<file path="src/rtl/smb_host_pkg.sv">
package smb_host_pkg;
  localparam int BYTE_W = 8;
  localparam int ADDR_W = 3;
  localparam int IDX_W  = 3;
  localparam int STS_W  = 5;

  localparam logic [ADDR_W-1:0] OFS_STS = 3'd0;
  localparam logic [ADDR_W-1:0] OFS_CTL = 3'd2;
  localparam logic [ADDR_W-1:0] OFS_CMD = 3'd3;
  localparam logic [ADDR_W-1:0] OFS_ADR = 3'd4;
  localparam logic [ADDR_W-1:0] OFS_DLO = 3'd5;
  localparam logic [ADDR_W-1:0] OFS_DHI = 3'd6;

  localparam int B_BUSY = 0;
  localparam int B_INTR = 1;
  localparam int B_DERR = 2;
  localparam int B_COLL = 3;
  localparam int B_FAIL = 4;
  localparam int B_GO   = 6;

  typedef enum logic [1:0] {LK_START = 2'd0, LK_WRITE = 2'd1, LK_READ = 2'd2, LK_STOP = 2'd3} lk_op_e;

  typedef enum logic [3:0] {
    SP_START, SP_ADDR, SP_ADDR_W, SP_ADDR_R, SP_CMD, SP_DLO, SP_DHI,
    SP_RLO_ACK, SP_RLO_NACK, SP_RHI_NACK, SP_STOP
  } step_e;

  // Step idx of the shape selected by kind and direction; past the end is stop.
  function automatic step_e step_at(input logic [2:0] kind, input logic rd, input logic [IDX_W-1:0] idx);
    step_e s;
    s = SP_STOP;
    if (idx == 3'd0) s = SP_START;
    else if ((kind == 3'd2 || kind == 3'd3) && rd) begin
      case (idx)
        3'd1: s = SP_ADDR_W;
        3'd2: s = SP_CMD;
        3'd3: s = SP_START;
        3'd4: s = SP_ADDR_R;
        3'd5: s = (kind == 3'd3) ? SP_RLO_ACK : SP_RLO_NACK;
        3'd6: s = (kind == 3'd3) ? SP_RHI_NACK : SP_STOP;
        default: s = SP_STOP;
      endcase
    end else begin
      case (idx)
        3'd1: s = SP_ADDR;
        3'd2: s = (kind == 3'd0) ? SP_STOP : (kind == 3'd1 && rd) ? SP_RLO_NACK : SP_CMD;
        3'd3: s = (kind >= 3'd2) ? SP_DLO : SP_STOP;
        3'd4: s = (kind == 3'd3) ? SP_DHI : SP_STOP;
        default: s = SP_STOP;
      endcase
    end
    return s;
  endfunction
endpackage

</file>
<file path="src/rtl/smb_host_regs.sv">
module smb_host_regs
  import smb_host_pkg::*;
(
  input  logic                  clk,
  input  logic                  rst_n,
  input  logic                  wr_en,
  input  logic [ADDR_W-1:0]     addr,
  input  logic [BYTE_W-1:0]     wdata,
  output logic [BYTE_W-1:0]     rdata,
  input  logic                  fin_ok,
  input  logic                  fin_nack,
  input  logic                  fin_coll,
  input  logic                  cap_lo_we,
  input  logic                  cap_hi_we,
  input  logic [BYTE_W-1:0]     cap_data,
  output logic                  go,
  output logic [2:0]            kind,
  output logic [BYTE_W-1:0]     adr_q,
  output logic [BYTE_W-1:0]     cmd_q,
  output logic [BYTE_W-1:0]     dlo_q,
  output logic [BYTE_W-1:0]     dhi_q,
  output logic [STS_W-1:0]      sts
);
  logic [STS_W-1:0] sts_q;
  logic [2:0]       kind_q;
  logic             wr_ok, start_req, can_start, bad;
  logic [STS_W-1:0] clr;

  assign wr_ok     = wr_en && !sts_q[B_BUSY];
  assign start_req = wr_en && addr == OFS_CTL && wdata[B_GO];
  assign can_start = !sts_q[B_BUSY] && !(|sts_q[B_FAIL:B_DERR]);
  assign go        = start_req && can_start && (wdata[4:2] <= 3'd3);
  assign bad       = start_req && can_start && (wdata[4:2] > 3'd3);
  assign clr       = (wr_en && addr == OFS_STS) ? {wdata[STS_W-1:1], 1'b0} : '0;

  always_ff @(posedge clk) begin
    if (!rst_n) begin
      sts_q <= '0;
    end else begin
      if (go) sts_q[B_BUSY] <= 1'b1;
      else if (fin_ok || fin_nack || fin_coll) sts_q[B_BUSY] <= 1'b0;
      sts_q[B_INTR] <= fin_ok   | (sts_q[B_INTR] & ~clr[B_INTR]);
      sts_q[B_DERR] <= fin_nack | (sts_q[B_DERR] & ~clr[B_DERR]);
      sts_q[B_COLL] <= fin_coll | (sts_q[B_COLL] & ~clr[B_COLL]);
      sts_q[B_FAIL] <= bad      | (sts_q[B_FAIL] & ~clr[B_FAIL]);
    end
  end

  always_ff @(posedge clk) begin
    if (!rst_n) begin
      kind_q <= '0;
      adr_q  <= '0;
      cmd_q  <= '0;
      dlo_q  <= '0;
      dhi_q  <= '0;
    end else begin
      if (wr_ok && addr == OFS_CTL) kind_q <= wdata[4:2];
      if (wr_ok && addr == OFS_CMD) cmd_q  <= wdata;
      if (wr_ok && addr == OFS_ADR) adr_q  <= wdata;
      if (cap_lo_we) dlo_q <= cap_data;
      else if (wr_ok && addr == OFS_DLO) dlo_q <= wdata;
      if (cap_hi_we) dhi_q <= cap_data;
      else if (wr_ok && addr == OFS_DHI) dhi_q <= wdata;
    end
  end

  always_comb begin
    case (addr)
      OFS_STS: rdata = {{(BYTE_W-STS_W){1'b0}}, sts_q};
      OFS_CTL: rdata = {3'b000, kind_q, 2'b00};
      OFS_CMD: rdata = cmd_q;
      OFS_ADR: rdata = adr_q;
      OFS_DLO: rdata = dlo_q;
      OFS_DHI: rdata = dhi_q;
      default: rdata = '0;
    endcase
  end

  assign kind = kind_q;
  assign sts  = sts_q;
endmodule

</file>
<file path="src/rtl/smb_host_seq.sv">
module smb_host_seq
  import smb_host_pkg::*;
(
  input  logic              clk,
  input  logic              rst_n,
  input  logic              go,
  input  logic [2:0]        kind,
  input  logic [BYTE_W-1:0] adr,
  input  logic [BYTE_W-1:0] cmd,
  input  logic [BYTE_W-1:0] dlo,
  input  logic [BYTE_W-1:0] dhi,
  output logic              lk_valid,
  input  logic              lk_ready,
  output logic [1:0]        lk_op,
  output logic [BYTE_W-1:0] lk_wdata,
  output logic              lk_nack_last,
  input  logic              lk_rsp_valid,
  input  logic              lk_rsp_nack,
  input  logic              lk_rsp_coll,
  input  logic [BYTE_W-1:0] lk_rsp_data,
  output logic              fin_ok,
  output logic              fin_nack,
  output logic              fin_coll,
  output logic              cap_lo_we,
  output logic              cap_hi_we,
  output logic [BYTE_W-1:0] cap_data
);
  typedef enum logic [1:0] {S_IDLE, S_ISSUE, S_WAIT} st_e;
  st_e              st_q;
  logic [IDX_W-1:0] idx_q;
  logic             abort_q;
  step_e            cur;
  lk_op_e           op;
  logic             take, is_stop;

  assign cur = abort_q ? SP_STOP : step_at(kind, adr[0], idx_q);

  always_comb begin
    op           = LK_WRITE;
    lk_wdata     = '0;
    lk_nack_last = 1'b0;
    case (cur)
      SP_START:    op = LK_START;
      SP_STOP:     op = LK_STOP;
      SP_ADDR:     lk_wdata = adr;
      SP_ADDR_W:   lk_wdata = {adr[BYTE_W-1:1], 1'b0};
      SP_ADDR_R:   lk_wdata = {adr[BYTE_W-1:1], 1'b1};
      SP_CMD:      lk_wdata = cmd;
      SP_DLO:      lk_wdata = dlo;
      SP_DHI:      lk_wdata = dhi;
      SP_RLO_ACK:  op = LK_READ;
      default: begin
        op           = LK_READ;
        lk_nack_last = 1'b1;
      end
    endcase
  end

  assign lk_op     = op;
  assign lk_valid  = (st_q == S_ISSUE);
  assign take      = (st_q == S_WAIT) && lk_rsp_valid;
  assign is_stop   = (cur == SP_STOP);
  assign fin_coll  = take && lk_rsp_coll;
  assign fin_ok    = take && !lk_rsp_coll && is_stop && !abort_q;
  assign fin_nack  = take && !lk_rsp_coll && is_stop && abort_q;
  assign cap_lo_we = take && !lk_rsp_coll && (cur == SP_RLO_ACK || cur == SP_RLO_NACK);
  assign cap_hi_we = take && !lk_rsp_coll && (cur == SP_RHI_NACK);
  assign cap_data  = lk_rsp_data;

  always_ff @(posedge clk) begin
    if (!rst_n) begin
      st_q    <= S_IDLE;
      idx_q   <= '0;
      abort_q <= 1'b0;
    end else begin
      case (st_q)
        S_IDLE: if (go) begin
          st_q    <= S_ISSUE;
          idx_q   <= '0;
          abort_q <= 1'b0;
        end
        S_ISSUE: if (lk_ready) st_q <= S_WAIT;
        default: if (lk_rsp_valid) begin
          if (lk_rsp_coll || is_stop) begin
            st_q <= S_IDLE;
          end else begin
            if (op == LK_WRITE && lk_rsp_nack) abort_q <= 1'b1;
            idx_q <= idx_q + 3'd1;
            st_q  <= S_ISSUE;
          end
        end
      endcase
    end
  end
endmodule

</file>
<file path="src/rtl/smb_host_ctl.sv">
module smb_host_ctl
  import smb_host_pkg::*;
(
  input  logic              clk,
  input  logic              rst_n,
  input  logic              reg_we,
  input  logic [ADDR_W-1:0] reg_addr,
  input  logic [BYTE_W-1:0] reg_wdata,
  output logic [BYTE_W-1:0] reg_rdata,
  output logic              lk_valid,
  input  logic              lk_ready,
  output logic [1:0]        lk_op,
  output logic [BYTE_W-1:0] lk_wdata,
  output logic              lk_nack_last,
  input  logic              lk_rsp_valid,
  input  logic              lk_rsp_nack,
  input  logic              lk_rsp_coll,
  input  logic [BYTE_W-1:0] lk_rsp_data
);
  logic              go, fin_ok, fin_nack, fin_coll, cap_lo_we, cap_hi_we;
  logic [2:0]        kind;
  logic [BYTE_W-1:0] adr_q, cmd_q, dlo_q, dhi_q, cap_data;
  logic [STS_W-1:0]  sts_w;

  smb_host_regs regs_i (
    .clk(clk), .rst_n(rst_n), .wr_en(reg_we), .addr(reg_addr), .wdata(reg_wdata),
    .rdata(reg_rdata), .fin_ok(fin_ok), .fin_nack(fin_nack), .fin_coll(fin_coll),
    .cap_lo_we(cap_lo_we), .cap_hi_we(cap_hi_we), .cap_data(cap_data), .go(go),
    .kind(kind), .adr_q(adr_q), .cmd_q(cmd_q), .dlo_q(dlo_q), .dhi_q(dhi_q), .sts(sts_w)
  );

  smb_host_seq seq_i (
    .clk(clk), .rst_n(rst_n), .go(go), .kind(kind), .adr(adr_q), .cmd(cmd_q),
    .dlo(dlo_q), .dhi(dhi_q), .lk_valid(lk_valid), .lk_ready(lk_ready), .lk_op(lk_op),
    .lk_wdata(lk_wdata), .lk_nack_last(lk_nack_last), .lk_rsp_valid(lk_rsp_valid),
    .lk_rsp_nack(lk_rsp_nack), .lk_rsp_coll(lk_rsp_coll), .lk_rsp_data(lk_rsp_data),
    .fin_ok(fin_ok), .fin_nack(fin_nack), .fin_coll(fin_coll), .cap_lo_we(cap_lo_we),
    .cap_hi_we(cap_hi_we), .cap_data(cap_data)
  );
endmodule

</file>
<file path="config.mk">
export PLATFORM = sky130hd
export DESIGN_NAME = smb_host_ctl
export DESIGN_NICKNAME = d
export VERILOG_FILES = /design/src/rtl/smb_host_pkg.sv /design/src/rtl/smb_host_regs.sv /design/src/rtl/smb_host_seq.sv /design/src/rtl/smb_host_ctl.sv
export SDC_FILE = /design/constraint.sdc
export NUM_CORES = 1
export LEC_CHECK = 0
export BUFFER_PORTS_ARGS = -buffer_cell sky130_fd_sc_hd__buf_4
export CORE_MARGIN = 2
export CORE_UTILIZATION = 40
export DETAILED_ROUTE_END_ITERATION = 12
export GPL_TIMING_DRIVEN = 0
export SYNTH_ARGS = -nofsm -noshare
export SYNTH_HDL_FRONTEND = slang
export SYNTH_SLANG_ARGS = --single-unit
export TNS_END_PERCENT = 50
</file>
<file path="constraint.sdc">
create_clock -name clk -period 7.55 [get_ports clk]
set_input_delay 0.755 -clock clk [delete_from_list [all_inputs] [get_ports clk]]
set_output_delay 0.755 -clock clk [all_outputs]
set_load 0.03 [all_outputs]
</file>
==> flow_metrics.env, run 1 <==
export IMPL_nNetsFinal=470
export IMPL_cp_arrival_ns=3.83
export IMPL_synth_edf_count=0
export IMPL_met3_length_um=492
export IMPL_clockPowerShare=0.355
export IMPL_drt_iter0_drc=258
export IMPL_synth_top_family_by_area="compound AO/OA/AOI/OAI gates"
export IMPL_regArea_um2=920.9
export IMPL_max_slew_margin_rel=0.1788
export IMPL_status="finished, final reports clean"
export IMPL_power_report_internal_total_mw=0.3459
export IMPL_grt_util_all_layers=0.2291
export IMPL_p_per_area_nw_per_um2=130.7
export IMPL_synthFlopType="dfxtp_1"
export IMPL_cp_endpoint="lk_wdata[3]"
export IMPL_worst_pin_slew_ns=1.222
export IMPL_setup_viol=0
export IMPL_synth_fa_ha_area_frac=0.02017
export IMPL_timing_rr_end="regs_i.dlo_q[6]"
export IMPL_nFillCells=797
export IMPL_place_hpwl_mm=7.011
export IMPL_clock_latency_ns=0.31
export IMPL_synth_simple_area_share=0.2134
export IMPL_synth_mux_area_frac=0.1771
export IMPL_clk_pin_slew_ns=0.10
export IMPL_chipWidth_um=92.06
export IMPL_fp_row_count=32
export IMPL_layout_drive_gt1_share=0.1818
export IMPL_crit_required_ns=6.80
export IMPL_critPathKind="flop to output port"
export IMPL_syn_to_final_growth_pct=18.11
export IMPL_floorplan_initialDensity=0.4077
export IMPL_overflow=0
export IMPL_cts_resized=0
export IMPL_routabilityCongestion=0.8737
export IMPL_pwr_share_comb=0.122
export IMPL_clockRootBuffer="clkbuf_8"
export IMPL_wl_met2_mm=4.599
export IMPL_syn_inst=388
export IMPL_cp_start_kind="flop"
export IMPL_io_pins=46
export IMPL_antenna_found_initial=0
export IMPL_ys_warn_count=0
export IMPL_syn_num_nets=419
export IMPL_port_buffers=43
export IMPL_syn_area_per_cell_um2=7.994
export IMPL_cts_hold_buf=0
export IMPL_switchingPower_mw=0.1329
export IMPL_routed_top_layer="met4"
export IMPL_drcViolationCount=0
export IMPL_finalWirelength_mm=9.513
export IMPL_async_flop_share=0
export IMPL_core_area_um2=7607
export IMPL_sequentialPowerShare=0.523
export IMPL_synth_distinct_cells=56
export IMPL_diodes=0
export IMPL_min_delay_path_class="flop to flop"
export IMPL_multi_input_area_um2=2023
export IMPL_first_pass_iters=5
export IMPL_crit_path_start="seq_i.idx_q[0]"
export IMPL_clock_path_buffers=2
export IMPL_fmax_mhz=218.1
export IMPL_cts_made_buffers=5
export IMPL_cts_tree="built"
export IMPL_avgRoutedWirePerCell_um=17.55
export IMPL_rsz0062_at_grt="no"
export IMPL_r2r_slack_ns=4.49
export IMPL_wl_met1_mm=4.326
export IMPL_dieArea_um2=8475
export IMPL_power_leakage_nw=1.461
export IMPL_fin_hold_ws_ns=0.5105
export IMPL_die_h_um=92.06
export IMPL_slew_violations=0
export IMPL_hold_viol_final=0
export IMPL_grt_pass1_vias=3049
export IMPL_cts_sinks=46
export IMPL_cap_violations=0
export IMPL_syn_area_um2=3102
export IMPL_reg2regPathDepth=11
export IMPL_grt_start_max_net_pins=16
export IMPL_setup_tns_ns=0
export IMPL_p_total_mw=0.4788
export IMPL_r2r_start="seq_i.idx_q[0]"
export IMPL_cp_max_fo=8
export IMPL_end_kind="output port"
export IMPL_finalCriticalPeriod_ns=4.585
export IMPL_synth_seq_area_share=0.2969
export IMPL_period_share=0.6072
export IMPL_post_cts_setup_buffers=0
export IMPL_swShare=0.2776
export IMPL_fin_skew_ns=0.007486
export IMPL_grt_pass1_wl_mm=15.39
export IMPL_cts_htree_levels=2
export IMPL_peakVddDrop_uv=83.11
export IMPL_ant_nets=0
export IMPL_ys_ff_latch=46
export IMPL_post_drt_via_cell_ratio=5.670
export IMPL_synth_compound_area_frac=0.2400
export IMPL_vias=3073
export IMPL_synth_xor_area_share=0
## synthesized netlist by cell type (2+ instances only)
| master | number | area share |
|---|---|---|
| buf_2 | 4 | 0.0065 |
| mux2i_1 | 47 | 0.15 |
| nand2_1 | 35 | 0.042 |
| nand2b_1 | 6 | 0.012 |
| nand3_1 | 5 | 0.0081 |
| dfxtp_1 | 46 | 0.30 |
| a22oi_1 | 10 | 0.024 |
| a211oi_1 | 5 | 0.012 |
| o21a_1 | 3 | 0.0073 |
| ha_1 | 5 | 0.020 |
| o21ai_1 | 2 | 0.0032 |
| inv_1 | 17 | 0.021 |
| mux2_2 | 7 | 0.025 |
| nor3_1 | 14 | 0.023 |
| or3_1 | 4 | 0.0081 |
| o31ai_1 | 3 | 0.0073 |
| a211oi_2 | 8 | 0.032 |
| a21boi_0 | 3 | 0.0073 |
| and3_1 | 3 | 0.0061 |
| nand4b_1 | 2 | 0.0056 |
| a31oi_1 | 4 | 0.0081 |
| o22a_1 | 2 | 0.0056 |
| clkbuf_1 | 11 | 0.013 |
| nand3b_1 | 2 | 0.0048 |
| o211ai_1 | 11 | 0.027 |
| a21oi_1 | 25 | 0.040 |
| o21ai_0 | 12 | 0.019 |
| buf_1 | 2 | 0.0024 |
| nor2_1 | 54 | 0.065 |
| buf_6 | 2 | 0.0073 |
| a221oi_1 | 2 | 0.0056 |
| nor2b_1 | 7 | 0.014 |
| and2_1 | 2 | 0.0040 |
## metrics by stage
stage	util	cells	setup slack [ns]	instance area [µm²]
5_1_grt	0.4816	542	2.835	3664
4_1_cts	0.4806	541	3.015	3656
3_3_place_gp	0.4669	533	3.365	3552
3_5_place_dp	0.4676	533	3.370	3557
2_1_floorplan	-	388	4.082	3102
6_report	0.4816	542	2.965	3664
## cell type report
class / count / area share
flip-flops and latches: 46 / 0.2514
multi-input cells: 304 / 0.5523
well taps: 102 / 0.03484
plain buffers: 19 / 0.02493
inverters: 19 / 0.01947
clock buffers: 6 / 0.02254
clock inverters: 2 / 0.004440
repair buffers: 44 / 0.09016
## worst max-delay path: stages (launching register included)
cell      delay, ns
dfxtp_1        0.35
ha_1           0.21
ha_1           0.29
or4_4          0.54
o31ai_2        0.12
a21oi_2        0.11
o31a_1         0.37
nor3_1         0.95
a22oi_1        0.16
o211ai_1       0.21
buf_4          0.22
## power by group through the flow
stage	Combinational [mW]	Sequential [mW]	Clock, mW
floorplan	0.0321	0.255	0
global placement	0.0572	0.256	0
detailed placement	0.0579	0.256	0
CTS	0.0581	0.250	0.171
global route	0.0630	0.251	0.180
finish	0.0586	0.250	0.170
## sequential cells by signal, summed over array words and instances (netlist names)
register,count
regs_i.sts,5
regs_i.dhi_q,8
seq_i.idx_q,3
regs_i.cmd_q,8
regs_i.dlo_q,8
seq_i.st_q,2
seq_i.abort_q,1
regs_i.kind,3
regs_i.adr_q,8
## metal layers
layer,up-vias,global-route usage
met2,90,0.3928
met1,1467,0.3038
met4,0,0.05100
li1,1509,-
met5,-,0
met3,7,0.03533
## kinds of logic (layout without fill, tap and decap cells)
family	count (synthesis)	count (layout)
buf+inv	38	90
simple gates	142	142
flops	46	46
fa+ha+maj	5	5
compound gates	103	103
mux	54	54
## how the worst min path moves through the flow
stage	start	to	slack (ns)	depth (start not counted)
after floorplan	regs_i.sts[3]	regs_i.sts[3]	0.44	2
after global placement	regs_i.sts[3]	regs_i.sts[3]	0.47	2
after detailed placement	regs_i.sts[3]	regs_i.sts[3]	0.49	2
after CTS	regs_i.sts[3]	regs_i.sts[3]	0.50	2
after global routing	regs_i.sts[3]	regs_i.sts[3]	0.52	2
final	regs_i.sts[3]	regs_i.sts[3]	0.51	2
## cells in the final DEF, fill, tap and decap left out, types with 2 or more instances in the layout
cell,synthesis,final
buf_2,4,4
and3_1,3,3
clkbuf_8,0,6
dfxtp_1,46,46
nand4b_1,2,2
buf_4,0,43
mux2_2,7,7
a21boi_0,3,3
a211oi_2,8,8
o31ai_1,3,3
o21ai_0,12,12
nor3_1,14,13
inv_1,17,17
o211ai_1,11,11
o21a_1,3,3
nand3_1,5,5
nor2_1,54,54
buf_1,2,2
and2_1,2,2
a211oi_1,5,5
clkbuf_1,11,11
or3_1,4,4
a221oi_1,2,2
a21oi_1,25,25
o22a_1,2,2
o21ai_1,2,2
ha_1,5,5
buf_6,2,2
nand2_1,35,35
mux2i_1,47,47
a31oi_1,4,4
nand3b_1,2,2
nor2b_1,7,7
a22oi_1,10,10
nand2b_1,6,6
(Power assumes the default switching activity.)
==> run 2, diff against run 1 <==
==> constraint.sdc (replaced) <==
create_clock -name clk -period 3.8 [get_ports clk]
set_input_delay 0.38 -clock clk [delete_from_list [all_inputs] [get_ports clk]]
set_output_delay 0.38 -clock clk [all_outputs]
set_load 0.03 [all_outputs]
==> run 2 against run 1 <==
Net effect: flip-flop and latch count stayed put; clock power is 98% higher; final cell count stayed put; sequential power is 99% higher; total power is 98% higher; critical path depth stayed put; critical path type unchanged; largest cell class unchanged; largest power group unchanged; highest routed layer unchanged.
==> flow_metrics.env, run 2 (synthesized netlist as in run 1, its figures left out) <==
export IMPL_chipWidth_um=92.06
export IMPL_core_area_um2=7607
export IMPL_status="finished, final reports clean"
export IMPL_vias=3116
export IMPL_fmax_mhz=276.3
export IMPL_clock_latency_ns=0.31
export IMPL_grt_pass1_wl_mm=15.41
export IMPL_regArea_um2=920.9
export IMPL_layout_commonest_cell="nor2_1"
export IMPL_nNetsFinal=470
export IMPL_multi_input_area_um2=2049
export IMPL_drcViolationCount=0
export IMPL_nFillCells=796
export IMPL_cp_max_fo=8
export IMPL_min_delay_path_class="input pin to flop"
export IMPL_die_h_um=92.06
export IMPL_cap_violations=0
export IMPL_grt_start_max_net_pins=16
export IMPL_post_cts_setup_buffers=0
export IMPL_peakVddDrop_uv=164.4
export IMPL_cts_made_buffers=5
export IMPL_critPathKind="flop to output port"
export IMPL_cts_hold_buf=0
export IMPL_layout_drive_gt1_share=0.1909
export IMPL_cts_sinks=46
export IMPL_first_pass_iters=7
export IMPL_antenna_found_initial=0
export IMPL_syn_to_final_growth_pct=18.96
export IMPL_p_per_area_nw_per_um2=257.4
export IMPL_setup_tns_ns=0
export IMPL_period_share=0.9525
export IMPL_worst_pin_slew_ns=0.9299
export IMPL_ant_nets=0
export IMPL_placed_cell_area_um2=3557
export IMPL_io_pins=46
export IMPL_slew_violations=0
export IMPL_fin_skew_ns=0.006113
export IMPL_end_kind="output port"
export IMPL_cts_tree="built"
export IMPL_rsz0062_at_grt="no"
export IMPL_port_buffers=43
export IMPL_finalWirelength_mm=9.574
export IMPL_floorplan_initialDensity=0.4077
export IMPL_grt_util_all_layers=0.2293
export IMPL_place_hpwl_mm=7.011
export IMPL_overflow=0
export IMPL_post_drt_via_cell_ratio=5.749
export IMPL_clock_path_buffers=2
export IMPL_max_slew_margin_rel=0.3767
export IMPL_cp_start_kind="flop"
export IMPL_cp_arrival_ns=3.24
export IMPL_design_area_um2=3690
export IMPL_clockRootBuffer="clkbuf_8"
export IMPL_dieArea_um2=8475
export IMPL_grt_pass1_vias=3059
export IMPL_power_leakage_nw=1.466
export IMPL_clk_pin_slew_ns=0.09
export IMPL_crit_required_ns=3.42
export IMPL_cts_htree_levels=2
export IMPL_setup_viol=0
export IMPL_drt_iter0_drc=276
export IMPL_mostFrequentLayoutCells="53 x nor2_1, 47 x mux2i_1, 46 x dfxtp_1"
export IMPL_finalCriticalPeriod_ns=3.619
export IMPL_hold_viol_final=0
export IMPL_fp_row_count=32
export IMPL_diodes=0
export IMPL_avgRoutedWirePerCell_um=17.66
export IMPL_routabilityCongestion=0.8737
export IMPL_p_total_mw=0.9498
-- run 2: critical path: stages, from the launching register on --
cell	delay, ns
dfxtp_1	0.35
ha_1	0.21
ha_1	0.29
or4_4	0.54
o31ai_2	0.12
a21oi_2	0.12
o31a_1	0.41
nor3_4	0.39
a22oi_1	0.12
o211ai_1	0.16
buf_4	0.21
-- run 2: metal layers --
| layer | share of wire | up-vias | GRT usage |
|---|---|---|---|
| met5 | 0 | - | 0 |
| met4 | 0.013 | 0 | 0.05224 |
| met3 | 0.051 | 11 | 0.03533 |
| met2 | 0.48 | 96 | 0.3928 |
| met1 | 0.45 | 1502 | 0.3038 |
| li1 | - | 1507 | - |
-- run 2: cell type report --
class                   count  share of cell area
multi-input cells         304              0.5554
flip-flops and latches     46              0.2496
repair buffers             44             0.08952
well taps                 102             0.03459
plain buffers              19             0.02475
clock buffers               6             0.02238
inverters                  19             0.01933
clock inverters             2            0.004408
-- run 2: final timing paths --
kind | from | endpoint | slack, ns | cells past startpoint
worst max-delay path | seq_i.idx_q[0] | lk_wdata[3] | 0.18 | 10
worst min-delay path | lk_rsp_data[4] | regs_i.dhi_q[4] | 0.31 | 3
worst max register to register | seq_i.idx_q[0] | regs_i.dlo_q[6] | 0.71 | 11
worst min register to register | regs_i.sts[3] | regs_i.sts[3] | 0.51 | 2
-- run 2: through the flow --
| step | util | setup WS, ns | instances | hold slack (ns) |
|---|---|---|---|---|
| finish | 0.4850 | 0.1806 | 542 | 0.3073 |
| global placement | 0.4669 | -0.01044 | 533 | 0.4716 |
| CTS | 0.4813 | 0.03142 | 541 | 0.3059 |
| floorplan | - | 0.7069 | 388 | 0.4446 |
| detailed placement | 0.4676 | -0.005181 | 533 | 0.4853 |
| global route | 0.4850 | 0.01779 | 542 | 0.3243 |
-- run 2: timing repair --
item	CTS	global route
resized for setup	1	4
gates cloned	0	0
endpoints found under the setup margin	8	9
-- run 2: power by group --
| group | internal (mW) | switching [mW] | leakage (nW) |
|---|---|---|---|
| Clock | 0.150 | 0.185 | 0.0478 |
| Sequential | 0.490 | 0.00739 | 0.372 |
| Combinational | 0.0469 | 0.0697 | 1.05 |
